**config.mk**
```make
export PLATFORM = sky130hd
export DESIGN_NAME = flash_cmd_seq
export DESIGN_NICKNAME = d
export VERILOG_FILES = /design/src/rtl/fcs_pkg.sv /design/src/rtl/fcs_bitclk.sv /design/src/rtl/fcs_shift.sv /design/src/rtl/fcs_seq.sv /design/src/rtl/flash_cmd_seq.sv
export SDC_FILE = /design/constraint.sdc
export NUM_CORES = 1
export LEC_CHECK = 0
export BUFFER_PORTS_ARGS = -buffer_cell sky130_fd_sc_hd__buf_2
export CORE_MARGIN = 4
export CORE_UTILIZATION = 55
export CTS_CLUSTER_SIZE = 24
export DETAILED_ROUTE_END_ITERATION = 10
export PLACE_DENSITY = 0.76
export SETUP_SLACK_MARGIN = 0.2
export SYNTH_ARGS = -nofsm -noshare
export SYNTH_HDL_FRONTEND = slang
export SYNTH_SLANG_ARGS = --single-unit
```
**constraint.sdc**
```tcl
create_clock -name clk -period 2.8 [get_ports clk]
set_clock_uncertainty 0.15 [all_clocks]
set_input_delay 0.56 -clock clk [delete_from_list [all_inputs] [get_ports clk]]
set_output_delay 0.56 -clock clk [all_outputs]
set_load 0.01 [all_outputs]
```
**src/rtl/fcs_pkg.sv**
```systemverilog
`timescale 1ns/1ps
// Package fcs_pkg
// Shared encodings for the serial flash command sequencer: register offsets,
// command word field positions, status bit positions and the sequencer types.
// Assumes a 32-bit register port.
package fcs_pkg;

    // register offsets on the two-bit register address
    localparam logic [1:0] REG_CMD  = 2'd0;
    localparam logic [1:0] REG_ADDR = 2'd1;
    localparam logic [1:0] REG_DATA = 2'd2;
    localparam logic [1:0] REG_STAT = 2'd3;

    // status bit positions
    localparam int STAT_PEND_BIT = 22;
    localparam int STAT_ERR_BIT  = 29;

    // command field widths
    localparam int OPC_W  = 8;
    localparam int DLEN_W = 3;
    localparam int DUM_W  = 4;
    localparam int ALEN_W = 3;
    localparam int CSN_W  = 3;

    // decoded command word
    typedef struct packed {
        logic [CSN_W-1:0]  cs;
        logic [ALEN_W-1:0] alen;
        logic [DUM_W-1:0]  dum;
        logic              keep;
        logic [DLEN_W-1:0] dlen;
        logic              wr;
        logic [OPC_W-1:0]  opc;
    } cmd_t;

    // sequencer state
    typedef enum logic [1:0] {
        ST_IDLE  = 2'd0,
        ST_LOAD  = 2'd1,
        ST_SHIFT = 2'd2
    } seq_state_t;

endpackage

```
**src/rtl/fcs_bitclk.sv**
```systemverilog
`timescale 1ns/1ps
// Module fcs_bitclk
// Bit timing generator. While run is high it produces 8 serial clock periods
// per byte. Each period is HALF_DIV cycles low followed by HALF_DIV cycles high.
// The shift strobe marks the first low cycle. The sample strobe marks the first
// high cycle. byte_done marks the final cycle of the eighth bit.
// Assumes HALF_DIV >= 2, so that the last sample comes before byte_done.
module fcs_bitclk #(
    parameter int HALF_DIV = 2
) (
    input  logic clk,
    input  logic rst_n,
    input  logic run,
    output logic sck,
    output logic shift_stb,
    output logic sample_stb,
    output logic byte_done
);
    localparam int PER  = 2 * HALF_DIV;
    localparam int CW   = (PER > 2) ? $clog2(PER) : 1;

    logic [CW-1:0] cnt;
    logic [2:0]    bitn;

    // period counter and bit counter, held at zero while idle
    always_ff @(posedge clk) begin
        if (!rst_n) begin
            cnt  <= '0;
            bitn <= '0;
        end else if (!run) begin
            cnt  <= '0;
            bitn <= '0;
        end else if (cnt == CW'(PER - 1)) begin
            cnt  <= '0;
            bitn <= bitn + 3'd1;
        end else begin
            cnt  <= cnt + CW'(1);
        end
    end

    // strobe and clock decode
    always_comb begin
        shift_stb  = run && (cnt == '0);
        sample_stb = run && (cnt == CW'(HALF_DIV));
        byte_done  = run && (cnt == CW'(PER - 1)) && (bitn == 3'd7);
        sck        = !(run && (cnt < CW'(HALF_DIV)));
    end


    // a falling edge (shift strobe) only ever follows a high clock
    fall_after_high_chk: assert property (@(posedge clk) disable iff (!rst_n)
        shift_stb |-> $past(sck));

endmodule

```
**src/rtl/fcs_shift.sv**
```systemverilog
`timescale 1ns/1ps
// Module fcs_shift
// Byte shifter for one serial lane. load fills it with the byte to send. On
// each shift strobe the top bit goes to mosi. On each sample strobe miso enters
// at the bottom. After eight bits the register holds the received byte.
// Assumes the shift and sample strobes never fire in the same cycle.
module fcs_shift (
    input  logic       clk,
    input  logic       rst_n,
    input  logic       load,
    input  logic [7:0] load_byte,
    input  logic       shift_stb,
    input  logic       sample_stb,
    input  logic       miso,
    output logic       mosi,
    output logic [7:0] rx_byte
);
    logic [7:0] sreg;

    // load, drive and capture, most significant bit first
    always_ff @(posedge clk) begin
        if (!rst_n) begin
            sreg <= '0;
            mosi <= 1'b0;
        end else if (load) begin
            sreg <= load_byte;
        end else begin
            if (shift_stb)  mosi <= sreg[7];
            if (sample_stb) sreg <= {sreg[6:0], miso};
        end
    end

    assign rx_byte = sreg;


    // the serial output only moves right after a falling-edge strobe
    mosi_edge_chk: assert property (@(posedge clk) disable iff (!rst_n)
        !$stable(mosi) |-> $past(shift_stb));

endmodule

```
**src/rtl/fcs_seq.sv**
```systemverilog
`timescale 1ns/1ps
// Module fcs_seq
// Command sequencer. A start pulse latches a decoded command. The sequencer then
// hands bytes to the shifter one by one: opcode (left out while a frame is
// held), address bytes highest first, zero dummy bytes, then the data bytes.
// Received data bytes are reported per lane. When no byte is left, the frame
// state is updated from the keep bit and the sequencer returns to idle.
// Assumes start only arrives while idle, and that the address and data words
// are stable while busy.
module fcs_seq
    import fcs_pkg::*;
#(
    parameter int ADDR_BYTES = 3,
    parameter int DATA_BYTES = 4,
    localparam int AL_W = $clog2(ADDR_BYTES + 1),
    localparam int DL_W = $clog2(DATA_BYTES + 1),
    localparam int DI_W = (DATA_BYTES > 1) ? $clog2(DATA_BYTES) : 1
) (
    input  logic                    clk,
    input  logic                    rst_n,
    input  logic                    start,
    input  cmd_t                    cmd_in,
    input  logic [8*ADDR_BYTES-1:0] addr_word,
    input  logic [8*DATA_BYTES-1:0] data_word,
    input  logic                    byte_done,
    output logic                    run,
    output logic                    load,
    output logic [7:0]              load_byte,
    output logic                    busy,
    output logic                    frame_open,
    output logic [CSN_W-1:0]        cs_idx,
    output logic                    rx_we,
    output logic [DI_W-1:0]         rx_lane
);
    seq_state_t        state;
    logic              opc_left;
    logic [AL_W-1:0]   addr_left;
    logic [DUM_W-1:0]  dum_left;
    logic [DL_W-1:0]   data_left;
    logic [DI_W-1:0]   data_idx;
    logic              ph_data;
    logic              wr_q;
    logic              keep_q;
    logic [OPC_W-1:0]  opc_q;
    logic [CSN_W-1:0]  cs_q;
    logic              open_q;
    logic [AL_W-1:0]   alen_c;
    logic [DL_W-1:0]   dlen_c;

    // clamp the requested lengths to the register sizes
    always_comb begin
        alen_c = (int'(cmd_in.alen) > ADDR_BYTES) ? AL_W'(ADDR_BYTES) : AL_W'(cmd_in.alen);
        dlen_c = (int'(cmd_in.dlen) > DATA_BYTES) ? DL_W'(DATA_BYTES) : DL_W'(cmd_in.dlen);
    end

    // pick the next byte to send, in phase priority order
    always_comb begin
        load      = 1'b0;
        load_byte = 8'h00;
        if (state == ST_LOAD) begin
            if (opc_left) begin
                load      = 1'b1;
                load_byte = opc_q;
            end else if (addr_left != '0) begin
                load      = 1'b1;
                load_byte = addr_word[8*(int'(addr_left)-1) +: 8];
            end else if (dum_left != '0) begin
                load      = 1'b1;
                load_byte = 8'h00;
            end else if (data_left != '0) begin
                load      = 1'b1;
                load_byte = wr_q ? data_word[8*int'(data_idx) +: 8] : 8'h00;
            end
        end
    end

    // phase counters and state register
    always_ff @(posedge clk) begin
        if (!rst_n) begin
            state     <= ST_IDLE;
            opc_left  <= 1'b0;
            addr_left <= '0;
            dum_left  <= '0;
            data_left <= '0;
            data_idx  <= '0;
            ph_data   <= 1'b0;
            wr_q      <= 1'b0;
            keep_q    <= 1'b0;
            opc_q     <= '0;
            cs_q      <= '0;
            open_q    <= 1'b0;
        end else begin
            case (state)
                ST_IDLE: begin
                    if (start) begin
                        opc_left  <= !open_q;
                        addr_left <= alen_c;
                        dum_left  <= cmd_in.dum;
                        data_left <= dlen_c;
                        data_idx  <= '0;
                        wr_q      <= cmd_in.wr;
                        keep_q    <= cmd_in.keep;
                        opc_q     <= cmd_in.opc;
                        cs_q      <= cmd_in.cs;
                        state     <= ST_LOAD;
                    end
                end
                ST_LOAD: begin
                    ph_data <= 1'b0;
                    if (opc_left) begin
                        opc_left <= 1'b0;
                        state    <= ST_SHIFT;
                    end else if (addr_left != '0) begin
                        addr_left <= addr_left - AL_W'(1);
                        state     <= ST_SHIFT;
                    end else if (dum_left != '0) begin
                        dum_left <= dum_left - DUM_W'(1);
                        state    <= ST_SHIFT;
                    end else if (data_left != '0) begin
                        data_left <= data_left - DL_W'(1);
                        ph_data   <= 1'b1;
                        state     <= ST_SHIFT;
                    end else begin
                        open_q <= keep_q;
                        state  <= ST_IDLE;
                    end
                end
                ST_SHIFT: begin
                    if (byte_done) begin
                        if (ph_data) data_idx <= data_idx + DI_W'(1);
                        state <= ST_LOAD;
                    end
                end
                default: state <= ST_IDLE;
            endcase
        end
    end

    // outputs toward the timing generator, shifter and register file
    always_comb begin
        run        = (state == ST_SHIFT);
        busy       = (state != ST_IDLE);
        frame_open = open_q;
        cs_idx     = cs_q;
        rx_we      = (state == ST_SHIFT) && byte_done && ph_data && !wr_q;
        rx_lane    = data_idx;
    end


    // the register file must never start a command while one is running
    start_idle_chk: assert property (@(posedge clk) disable iff (!rst_n)
        start |-> !busy);

endmodule

```
**src/rtl/flash_cmd_seq.sv**
```systemverilog
`timescale 1ns/1ps
// Module flash_cmd_seq
// Top of the serial flash command sequencer. It holds the command, address,
// data and status registers. It starts a command on a command write while idle,
// flags an error on a command write while busy, and drives the chip selects from
// the sequencer's frame state.
// Assumes one-cycle register write strobes and no address or data register
// writes while a command is pending.
module flash_cmd_seq
    import fcs_pkg::*;
#(
    parameter int ADDR_BYTES = 3,
    parameter int DATA_BYTES = 4,
    parameter int HALF_DIV   = 2,
    localparam int CS_NUM    = 1 << CSN_W,
    localparam int DI_W      = (DATA_BYTES > 1) ? $clog2(DATA_BYTES) : 1
) (
    input  logic              clk,
    input  logic              rst_n,
    input  logic              reg_we,
    input  logic [1:0]        reg_addr,
    input  logic [31:0]       reg_wdata,
    output logic [31:0]       reg_rdata,
    output logic [CS_NUM-1:0] flash_cs_n,
    output logic              flash_sck,
    output logic              flash_mosi,
    input  logic              flash_miso
);
    logic [31:0]             cmd_q;
    logic [8*ADDR_BYTES-1:0] addr_q;
    logic [8*DATA_BYTES-1:0] data_q;
    logic [7:0]              data_lane [DATA_BYTES];
    logic                    err_q;
    cmd_t                    cmd_dec;
    logic                    cmd_wr, stat_wr, addr_wr, data_wr, start;
    logic                    busy, frame_open, run, load, rx_we;
    logic                    shift_stb, sample_stb, byte_done;
    logic [7:0]              load_byte, rx_byte;
    logic [CSN_W-1:0]        cs_idx;
    logic [DI_W-1:0]         rx_lane;
    logic [31:0]             stat_word;

    // write decode and command field split
    always_comb begin
        cmd_wr  = reg_we && (reg_addr == REG_CMD);
        addr_wr = reg_we && (reg_addr == REG_ADDR);
        data_wr = reg_we && (reg_addr == REG_DATA);
        stat_wr = reg_we && (reg_addr == REG_STAT);
        start   = cmd_wr && !busy;
        cmd_dec.opc  = reg_wdata[7:0];
        cmd_dec.wr   = reg_wdata[8];
        cmd_dec.dlen = reg_wdata[11:9];
        cmd_dec.keep = reg_wdata[15];
        cmd_dec.dum  = reg_wdata[19:16];
        cmd_dec.alen = reg_wdata[22:20];
        cmd_dec.cs   = reg_wdata[26:24];
    end

    // command and address registers
    always_ff @(posedge clk) begin
        if (!rst_n) begin
            cmd_q  <= '0;
            addr_q <= '0;
        end else begin
            if (start)   cmd_q  <= reg_wdata;
            if (addr_wr) addr_q <= reg_wdata[8*ADDR_BYTES-1:0];
        end
    end

    // error flag: set by a refused command, cleared by writing one to it
    always_ff @(posedge clk) begin
        if (!rst_n)                                err_q <= 1'b0;
        else if (cmd_wr && busy)                   err_q <= 1'b1;
        else if (stat_wr && reg_wdata[STAT_ERR_BIT]) err_q <= 1'b0;
    end

    // data register lanes, received bytes win over software writes
    for (genvar k = 0; k < DATA_BYTES; k++) begin : g_lane
        always_ff @(posedge clk) begin
            if (!rst_n)
                data_lane[k] <= '0;
            else if (rx_we && (rx_lane == DI_W'(k)))
                data_lane[k] <= rx_byte;
            else if (data_wr)
                data_lane[k] <= reg_wdata[8*k +: 8];
        end
        assign data_q[8*k +: 8] = data_lane[k];
    end

    // status word and read mux
    always_comb begin
        stat_word                = '0;
        stat_word[STAT_PEND_BIT] = busy;
        stat_word[STAT_ERR_BIT]  = err_q;
        case (reg_addr)
            REG_CMD:  reg_rdata = cmd_q;
            REG_ADDR: reg_rdata = 32'(addr_q);
            REG_DATA: reg_rdata = 32'(data_q);
            default:  reg_rdata = stat_word;
        endcase
    end

    // chip select decode
    for (genvar i = 0; i < CS_NUM; i++) begin : g_cs
        assign flash_cs_n[i] = !((busy || frame_open) && (cs_idx == CSN_W'(i)));
    end

    fcs_seq #(
        .ADDR_BYTES (ADDR_BYTES),
        .DATA_BYTES (DATA_BYTES)
    ) seq_i (
        .clk        (clk),
        .rst_n      (rst_n),
        .start      (start),
        .cmd_in     (cmd_dec),
        .addr_word  (addr_q),
        .data_word  (data_q),
        .byte_done  (byte_done),
        .run        (run),
        .load       (load),
        .load_byte  (load_byte),
        .busy       (busy),
        .frame_open (frame_open),
        .cs_idx     (cs_idx),
        .rx_we      (rx_we),
        .rx_lane    (rx_lane)
    );

    fcs_bitclk #(
        .HALF_DIV (HALF_DIV)
    ) clk_i (
        .clk        (clk),
        .rst_n      (rst_n),
        .run        (run),
        .sck        (flash_sck),
        .shift_stb  (shift_stb),
        .sample_stb (sample_stb),
        .byte_done  (byte_done)
    );

    fcs_shift shift_i (
        .clk        (clk),
        .rst_n      (rst_n),
        .load       (load),
        .load_byte  (load_byte),
        .shift_stb  (shift_stb),
        .sample_stb (sample_stb),
        .miso       (flash_miso),
        .mosi       (flash_mosi),
        .rx_byte    (rx_byte)
    );


    cs_onehot_chk: assert property (@(posedge clk) disable iff (!rst_n)
        $onehot0(~flash_cs_n));


    sck_in_frame_chk: assert property (@(posedge clk) disable iff (!rst_n)
        !flash_sck |-> !(&flash_cs_n));


    busy_cmd_err_chk: assert property (@(posedge clk) disable iff (!rst_n)
        (cmd_wr && busy) |=> err_q);


    err_clear_chk: assert property (@(posedge clk) disable iff (!rst_n)
        (stat_wr && reg_wdata[STAT_ERR_BIT]) |=> !err_q);

endmodule

```
Word-level counts from Yosys, hierarchy flattened
Memory sizes are Yosys's and may differ from the RTL's.
Cells that the tools add are included.
Widths: inputs -> output; s select.
{"block": "word_totals", "elab_cells": 221, "latch_bits": 0, "ram_bits": 32, "output_inout_bits": 42, "register_bits": 100, "mem_count": 1, "romBits": 0}
{"name": "data_lane", "words": 4, "word_bits": 8, "rd": 4, "rd_clocked_by_memory_dff": 0, "write_ports": 4, "line": "flash_cmd_seq.sv:32", "rtl": "logic [7:0] data_lane [DATA_BYTES];"}
{"block": "op_classes", "n_reduce_logical": 64, "n_mul": 0, "magnitude_cmp": 3, "eq_ne": 27, "bitwise": 15, "n_mux": 83, "add_sub_neg": 7, "n_div": 0, "shift": 2}
{"operator": "$mux 8", "count": 16}
{"operator": "$pmux 32 s3", "count": 1}
{"operator": "$mux 1", "count": 37}
{"operator": "$shiftx 24x32->8", "count": 1}
{"operator": "$shiftx 32x6->8", "count": 1}
{"operator": "$logic_and 1x1->1", "count": 27}
{"operator": "$mux 2", "count": 13}
{"operator": "$mux 3", "count": 6}
{"operator": "$mux 4", "count": 4}
{"operator": "$ne 2x2->1 const B", "count": 8}
{"operator": "$eq 3x3->1 const B", "count": 5}
{"operator": "$eq 2x2->1 const B", "count": 7}
{"operator": "$logic_not 1->1", "count": 12}
{"operator": "$reduce_bool 2->1", "count": 6}
{"operator": "$reduce_and 2->1", "count": 5}
{"operator": "$reduce_and 5->1", "count": 2}
{"operator": "$logic_not 2->1", "count": 4}
{"operator": "$or 1x1->1", "count": 8}
{"operator": "$pmux 2 s2", "count": 2}
{"operator": "$pmux 4 s2", "count": 1}
{"operator": "$reduce_and 4->1", "count": 2}
{"operator": "$not 1->1", "count": 7}
{"operator": "$eq 2x1->1 const B", "count": 3}
{"operator": "$eq 3x2->1 const B", "count": 2}
{"operator": "20 further kinds", "count": 21}

Logic depth before layout (Yosys ltp)
Gate-level depths: netlist (run 1).
{"block": "depth", "ltp_word": 12, "depth_mapped": 10}

By module
Synthesis (run 1) repeated with hierarchy kept, for this count alone.
{"block": "unflattened", "hier_cells": 758, "area_unflattened_um2": 6757.7}
{"module": "flash_cmd_seq", "area_each_um2": 4086.4, "instances": 1, "cells_per_inst": 451}
{"module": "fcs_seq", "area_each_um2": 2014.4, "instances": 1, "cells_per_inst": 242}
{"module": "fcs_shift", "area_each_um2": 389.1, "instances": 1, "cells_per_inst": 39}
{"module": "fcs_bitclk", "area_each_um2": 267.8, "instances": 1, "cells_per_inst": 26}

Worst setup path before layout (run 1)
No wires, ideal clock.
{"block": "synth_timing", "path_type": "reg2reg", "from": "reg seq_i.addr_left[0]", "to": "reg shift_i.sreg[6], in the netlist shift_i.rx_byte[6]", "period_less_slack_ns": 2.424, "t_arrival_ns": 2.182, "required_time_ns": 2.558, "stages_incl_launch_ff": 11, "path_slack_ns": 0.376, "cell_sequence": "dfxtp_1 clkbuf_1 buf_1 inv_1 ha_1 buf_2 buf_2 mux2i_1 a211oi_1 a211oi_1 nor4_1"}
{"block": "synth_via", "elab_chain_len": 6, "word_cells_on_any_way": 11, "cone_classes": "1 x add/sub; 1 x shift; 7 x mux; 2 x reduce/logical"}
{"element": "start: declaration", "line": "fcs_seq.sv:37", "rtl": "logic [AL_W-1:0] addr_left;"}
{"element": "start signal: assignment", "line": "fcs_seq.sv:97", "rtl": "addr_left <= alen_c;"}
{"element": "start signal: assignment", "line": "fcs_seq.sv:114", "rtl": "addr_left <= addr_left - AL_W'(1);"}
{"element": "$sub 2x1->3", "line": "fcs_seq.sv:66", "rtl": "load_byte = addr_word[8*(int'(addr_left)-1) +: 8];"}
{"element": "$shiftx 24x32->8", "line": "fcs_seq.sv:66"}
{"element": "$mux 8", "line": "fcs_seq.sv:64", "rtl": "end else if (addr_left != '0) begin"}
{"element": "$mux 8", "line": "fcs_seq.sv:61", "rtl": "if (opc_left) begin"}
{"element": "$mux 8", "line": "fcs_seq.sv:60", "rtl": "if (state == ST_LOAD) begin"}
{"element": "$mux 8", "line": "fcs_shift.sv:25", "rtl": "end else if (load) begin"}
{"element": "end signal: assignment", "line": "fcs_shift.sv:26", "rtl": "sreg <= load_byte;"}
{"element": "end signal: assignment", "line": "fcs_shift.sv:29", "rtl": "if (sample_stb) sreg <= {sreg[6:0], miso};"}
{"element": "end: declaration", "line": "fcs_shift.sv:18", "rtl": "logic [7:0] sreg;"}
Several ways; a longest one is shown, not always the timed one.
A chain may end at the register's enable or synchronous reset.

Worst setup path after layout (run 1)
{"block": "layout_timing", "from": "reg seq_i.state[0]", "to": "out reg_rdata[22]"}
{"block": "layout_via", "elab_chain_len": 2}
{"element": "start: declaration", "line": "fcs_seq.sv:35", "rtl": "seq_state_t state;"}
{"element": "start signal: assignment", "line": "fcs_seq.sv:80", "rtl": "state <= ST_IDLE;"}
{"element": "start signal: assignment", "line": "fcs_seq.sv:105", "rtl": "state <= ST_LOAD;"}
{"element": "start signal: assignment", "line": "fcs_seq.sv:112", "rtl": "state <= ST_SHIFT;"}
{"element": "$reduce_bool 2->1", "line": "fcs_seq.sv:142", "rtl": "busy = (state != ST_IDLE);"}
{"element": "$pmux 32 s3", "line": "flash_cmd_seq.sv:95", "rtl": "case (reg_addr)"}
{"element": "end: declaration", "line": "flash_cmd_seq.sv:23", "rtl": "output logic [31:0] reg_rdata,"}
Every way passes these cells.

==> summary.md, run 1 <==
| Metric | Value |
|---|---|
| R2R cell count | 5 |
| Count of synthesis-stage warnings from yosys | 0 |
| Power density relative to cell area | 589 nW/um2 |
| Top-level I/O count | 80 |
| Wire length of the first global-routing pass | approximately 30 mm |
| Area added between synthesis and finish | 17.9% |
| Most common library cell in the layout ignoring fill and taps | sky130_fd_sc_hd__nand2_1 |
| Number of failing setup endpoints in the final timing report | 0 |
| Core Box Area | 10900 um2 |
| Setup Slack @ Placement | about 0.36 ns |
| Clock sink count | 119 |
| Area enclosed by the die boundary | between 10000 and 15000 um2 |
| Root cell of the clock tree | sky130_fd_sc_hd__clkbuf_8 |
| Share of layout cells above drive strength 1 | between 10% and 20% |
| Total vias in the final route | between 5000 and 6000 |
| Most used DFF post-synth | sky130_fd_sc_hd__dfxtp_1 |
| Max-slew headroom | a little over half |
| Standard cell area after detailed placement | between 6000 and 7000 um2 |
| Number of clock buffers inserted by TritonCTS | 17 |
| Leak | around 2.8 nW |
| # Post-CTS Setup Buffers | 0 |
| Sequential-to-total area share from yosys stat | between 40 and 50% |
| Width of the chip | ~110 um |
| Post-route setup TNS | 0 ns |
| Pin slew with the least headroom to its limit | between 0.6 and 0.7 ns |
| Met1 capacity usage during global routing | 39.6% |
| Synth Area per Inst | just under 9 um2 |
| Number of hold-slack violations in the final timing report | 0 |
| Run status | finished, final reports clean |
| Fraction of registers with async set or reset after synthesis | 0% |
| Path type of the worst setup path | reg2out |
| Register bit count reported by yosys | between 100 and 150 |
| Data arrival time of the critical path | roughly 1.8 ns |
| Most congested layer reported by global routing | met2 |
| Startpoint of the tightest hold check path | reg_wdata[31] |
| Slack of the worst reg-to-reg path | approximately 0.37 ns |
| Cell count after synthesis | 708 |
| Dpl hpwl | around 14 mm |
| Finished layout cell area | around 7200 um2 |
| Clock period minus final worst setup slack | between 2 and 3 ns |
| Ant diodes | 0 |
| Layout Nets | around 830 |
| Post-route setup slack | 0.266 ns |
| Worst-path maximum fanout | 8 |
| Final Max Slew Viols | 0 |
| Total iterations of the first detailed-routing run | 6 |
| Endpoint class of the critical path | output pin |
| Top library cells by usage in the layout, fill and taps aside | sky130_fd_sc_hd__nand2_1, sky130_fd_sc_hd__dfxtp_1, sky130_fd_sc_hd__buf_2, sky130_fd_sc_hd__a21oi_1, sky130_fd_sc_hd__mux2i_1 |
| Wire length per cell | a little over 20 um |
| Row count | 38 |
| Highest Clock Rate | a little under 400 MHz |
| Count of cells along the worst hold path | 3 |
| DRC violation count after routing | 0 |
| Die extent in y | between 100 and 150 um |
| WHS Endpoint | cmd_q[31] |
| Vias in the first global route | roughly 5400 |
| Worst setup SP type | register |
| Net count after synthesis | 760 |
| Final total power | roughly 4.3 mW |
| Global routing usage on met3 | 9.34% |
| Bufs on Longest Clock Path | 2 |
| Maximum VDD drop | between 500 and 600 uV |
| Count of maximum capacitance violations | 0 |
| Largest net degree at the start of global routing | 62 |
| CTS H-tree depth | 4 |
| Number of distinct library cell variants in the gate-level netlist after synthesis | 51 |
| Final WL | roughly 19 mm |
| Worst R2R End | data_lane[1][5] |
| Per-cell via count in the routed design | approximately 6.2 |
| Type of the tightest min-delay check | in2reg |
| Period Utilization, post-route | between 90 and 100% |
| Total of hold buffers inserted after clock tree synthesis | 0 |
| Met2 track demand over resource | between 40% and 50% |
| Drt first-iter violations | between 600 and 700 |
| GR Util All Layers | between 30% and 40% |
| Startpoint of the most critical register-to-register path | clk_i.cnt[1] |
| Setup repair after global routing missed its margin | no |
| Worst Path Required | approximately 2.1 ns |
| Remaining global-route overflow | 0 |
| Post-synthesis cell area | around 6100 um2 |
| Worst-Skew Late Latency | roughly 0.53 ns |
| Input/output buffers | 79 |
| Antenna violations before repair | 0 |
| Antenna-violating nets left | 0 |
| Clock tree from TritonCTS | built |
| Starting Density | between 50% and 60% |
| Number of flops mapped to enable cells by yosys | 32 |
| Weighted congestion at the end of routability-driven global placement | slightly above 0.9 |
| Post-CTS clock slew at the launch and capture registers of the worst setup and hold paths | 0.06 ns |
routing by layer:
layer / vias to the layer above / part of all wire [%]
li1: 2662 / -
met1: 2744 / 40
met2: 356 / 45
met3: 59 / 11
met4: 0 / 4.4
met5: - / 0
cell usage after synthesis (all sizes together), types with 2 or more instances:
cell / number / area, um2
nor2b: 6 / 37.5
a31oi: 3 / 18.8
buf: 14 / 73.8
o22ai: 10 / 62.6
a211oi: 18 / 135
a21oi: 76 / 384
nand2: 172 / 646
nand3b: 3 / 22.5
a22o: 25 / 219
mux2i: 46 / 460
a311oi: 2 / 17.5
ha: 14 / 175
inv: 14 / 52.6
clkbuf: 39 / 146
edfxtp: 32 / 961
mux4: 9 / 203
nor2: 36 / 138
nand3: 21 / 105
or3b: 2 / 20.0
nor4: 8 / 50.1
dfxtp: 87 / 1740
and3: 5 / 31.3
nand2b: 2 / 12.5
nor3b: 4 / 35.0
nand4b: 3 / 26.3
a211o: 2 / 17.5
or3: 2 / 12.5
o21ai: 35 / 175
or2: 2 / 12.5
nor3: 3 / 15.0
cell type report:
class / count / area, um2
Inverter: 14 / 52.6
Timing Repair Buffer: 108 / 626
Clock inverter: 5 / 25.0
Fill cell: 925 / 3650
Tap cell: 140 / 175
Clock buffer: 26 / 488
Multi-Input combinational cell: 522 / 3160
Sequential cell: 119 / 2710
flip-flops by register name, indices dropped and copies added (netlist names), 2 cells and up:
name,flops
clk_i.bitn,3
seq_i.addr_left,2
clk_i.cnt,2
cmd_q,32
seq_i.state,2
addr_q,24
data_lane,32
shift_i.rx_byte,8
seq_i.dum_left,4
seq_i.rx_lane,2
seq_i.data_left,3
how the worst max path moves through the flow:
stage	start	endpoint	slack, ns	depth (start not counted)
after detailed placement	reg_addr[1]	reg_rdata[3]	0.36	6
after floorplan	seq_i.addr_left[0]	shift_i.rx_byte[6]	0.38	10
final	seq_i.state[0]	reg_rdata[22]	0.27	3
after CTS	seq_i.state[1]	reg_rdata[22]	0.23	3
after global placement	reg_addr[1]	reg_rdata[14]	0.39	6
after global routing	seq_i.state[1]	reg_rdata[22]	0.22	3
report_power, final:
part	switching, mW	internal (mW)
Combinational	0.276	0.168
Clock	0.727	1.17
Sequential	0.0758	1.85
critical path, cell delays in order (launching register included):
cell	delay, ns
sky130_fd_sc_hd__dfxtp_2	0.35
sky130_fd_sc_hd__or2_4	0.30
sky130_fd_sc_hd__mux4_2	0.49
sky130_fd_sc_hd__buf_2	0.16
timing repair:
item | CTS | global route
endpoints found under the setup margin | 9 | 1
gates resized for setup | 2 | 1
pin swaps | 0 | 1
stage by stage:
stage	hold WS (ns)	utilization [%]	cells
finish	0.132	66.4	934
global route	0.113	66.4	934
CTS	0.113	66.4	934
detailed placement	0.298	61.7	903
global placement	0.289	61.7	903
floorplan	0.277	-	708
kinds of logic after synthesis:
kind of cell / after synthesis / synth area share (%)
and+or+nand+nor: 275 / 19.8
AOI/OAI and AO/OA: 177 / 17.8
DFF: 119 / 44.1
buffers and inverters: 67 / 4.45
muxes: 55 / 10.8
adders and majority gates: 14 / 2.86
xor gates and xnor gates: 1 / 0.143
Note: power is estimated with default switching activity, not from simulation.
==> inputs of run 2 (changes only) <==
BUFFER_PORTS_ARGS = unset   (was -buffer_cell sky130_fd_sc_hd__buf_2)
DONT_BUFFER_PORTS = 1   (was unset)
PLACE_DENSITY = 0.7   (was 0.76)
==> summary.md, run 2 (synthesis gave the netlist of run 1 again) <==
| Metric | Value |
|---|---|
| Library cell contributing the largest single delay on the critical path | sky130_fd_sc_hd__mux4_2 |
| Worst-path maximum fanout | 8 (unchanged) |
| Root cell of the clock tree | sky130_fd_sc_hd__clkbuf_8 |
| Number of hold-slack violations in the final timing report | 0 (unchanged) |
| Antenna violations before repair | 0 (unchanged) |
| Gate family responsible for the most delay along the worst path | multiplexers |
| Post-CTS clock slew at the launch and capture registers of the worst setup and hold paths | 0.05 ns (about the same) |
| Registers with the most flip-flops | cmd_q: 32 flops, data_lane: 32 flops, addr_q: 24 flops |
| Layout Nets | 778 (-6.7%) |
| Area added between synthesis and finish | 17.2% |
| Total iterations of the first detailed-routing run | 5 (-1) |
| Period Utilization, post-route | 88.2% (-2.4 points) |
| # Post-CTS Setup Buffers | 0 (unchanged) |
| CTS H-tree depth | 4 (unchanged) |
| Number of placed instances with taps included | 815 (-9.7%) |
| Final Max Slew Viols | 0 (unchanged) |
| Power density relative to cell area | 638 nW/um2 (+8.3%) |
| Worst hold-check slack | 0.0186 ns (-0.114 ns) |
| Max-slew headroom | 46.7% (-7.6 points) |
| GR Util All Layers | 32.1% (+1.7 points) |
| Antenna-violating nets left | 0 (unchanged) |
| Leak | 2.59 nW (-7.4%) |
| Dpl hpwl | 13.9 mm (-0.69%) |
| Top library cells by usage in the layout, fill and taps aside | sky130_fd_sc_hd__nand2_1, sky130_fd_sc_hd__dfxtp_1, sky130_fd_sc_hd__a21oi_1, sky130_fd_sc_hd__mux2i_1 |
| Maximum single-stage delay on the critical path | 0.54 ns (+0.05 ns) |
| Worst setup SP type | register |
| Path type of the worst setup path | reg2out |
| Fin cells | 879 (-5.9%) |
| Number of failing setup endpoints in the final timing report | 0 (unchanged) |
| Count of maximum capacitance violations | 0 (unchanged) |
| Wire length of the first global-routing pass | 31.4 mm (+5.9%) |
| Crit path buf inv count | 0 (-1) |
| Total vias in the final route | 5633 (-3.2%) |
| Width of the chip | 114 um (unchanged) |
| Most common library cell in the layout ignoring fill and taps | sky130_fd_sc_hd__nand2_1 |
| Vias in the first global route | 5594 (+2.9%) |
| Clock sink count | 119 (unchanged) |
| Input/output buffers | 0 (-100%) |
| Type of the tightest min-delay check | in2reg |
| FILL cells | 897 (-3.0%) |
| DRC violation count after routing | 0 (unchanged) |
| Starting Density | 56.3% (unchanged) |
| Post-route setup TNS | 0 ns (unchanged) |
| Setup Slack @ Placement | 0.396 ns (+0.0352 ns) |
| Number of clock buffers inserted by TritonCTS | 17 (unchanged) |
| Bufs on Longest Clock Path | 2 (unchanged) |
| Clock period minus final worst setup slack | 2.47 ns (-0.0661 ns) |
| Area enclosed by the die boundary | 12900 um2 (unchanged) |
| Post-route setup slack | 0.332 ns (+0.0661 ns) |
| Die extent in y | 114 um (unchanged) |
| Weighted congestion at the end of routability-driven global placement | 0.902 (-2.9%) |
| Highest Clock Rate | 405 MHz (+2.7%) |
| Clock tree from TritonCTS | built |
| Data arrival time of the critical path | 1.76 ns (-0.06 ns) |
| Drt first-iter violations | 746 (+15%) |
| Pin slew with the least headroom to its limit | 0.799 ns (+0.115 ns) |
| Run status | finished, final reports clean |
| Worst-Skew Late Latency | 0.54 ns (about the same) |
| Row count | 38 (unchanged) |
| Worst Path Required | 2.09 ns (about the same) |
| Cell breakdown of the critical path | or2_4, mux4_2 |
| Per-cell via count in the routed design | 6.41 (+2.8%) |
| Largest net degree at the start of global routing | 45 (-27%) |
| Top-level I/O count | 80 (unchanged) |
| Core Box Area | 10900 um2 (unchanged) |
| Wire length per cell | 22.8 um (+10%) |
| Share of layout cells above drive strength 1 | 9.07% (-10 points) |
| Maximum VDD drop | 723 uV (+38%) |
| Setup repair after global routing missed its margin | no |
| Final WL | 20.1 mm (+3.8%) |
| Remaining global-route overflow | 0 (unchanged) |
| Ant diodes | 0 (unchanged) |
| Endpoint class of the critical path | output pin |
## run 2: cell types whose count changed in the layout (fill, tap and decap cells not counted), sizes merged
cell         previous run  this run
clkinv                  5         4
clkbuf                 26        24
dlygate4sd3             0        32
bufinv                  0         3
clkinvlp                0         1
buf                   108        20
## run 2: area by class of cell
| cell class | count | area, um2 | area share, % |
|---|---|---|---|
| multi-input combinational | 522 | 3160 | 44.0 |
| sequential | 119 | 2700 | 37.6 |
| clock buffer | 24 | 512 | 7.12 |
| timing repair buffer | 52 | 470 | 6.54 |
| tap | 140 | 175 | 2.44 |
| clock inverter | 8 | 114 | 1.58 |
| inverter | 14 | 52.6 | 0.731 |
## run 2: per-stage QoR
step / power [mW] / utilization [%] / instance area (um2)
after floorplan: 2.19 / - / 6130
after global placement: 2.27 / 57.3 / 6240
after detailed placement: 2.28 / 57.3 / 6240
after CTS: 4.60 / 66.0 / 7190
after global routing: 4.72 / 66.0 / 7190
final: 4.59 / 66.0 / 7190
## run 2: power by group
group / internal [mW] / leakage [nW] / switching, mW
combinational: 0.155 / 1.26 / 0.224
sequential: 1.84 / 1.02 / 0.0766
clock: 1.52 / 0.305 / 0.768
total: 3.52 / 2.59 / 1.07
## run 2: timing repair
action / 4_1_cts / 5_1_grt
hold buffers: 32 / 0
resized for setup: 0 / 1
endpoints found under the hold margin: 44 / 0
endpoints found under the setup margin: 0 / 8
## run 2: path summary, 6_finish.rpt
path	start	to	slack, ns	cells after the start
setup reg to reg	clk_i.bitn[0]	data_lane[1][6]	0.38	6
hold / removal	reg_wdata[15]	addr_q[15]	0.02	2
hold reg to reg	cmd_q[19]	cmd_q[19]	0.30	2
setup / recovery	seq_i.state[0]	reg_rdata[22]	0.33	2
## run 2: worst reg2reg max path: cells and delay by family (launching register included)
kind | cells | cell delay [ns]
AOI/OAI and AO/OA | 2 | 0.93
and+or+nand+nor | 2 | 0.49
adders and majority gates | 2 | 0.41
DFF | 1 | 0.32
## run 2: per-layer routing
metal  vias up  track usage [%]  part of all wire (%)  routed length, um
met5         -                0                     0                  0
met2       349             50.7                    47               9520
met3        75             9.76                   9.4               1880
li1       2558                -                     -                  -
met4         0             18.0                   5.0               1000
met1      2651             39.2                    38               7670
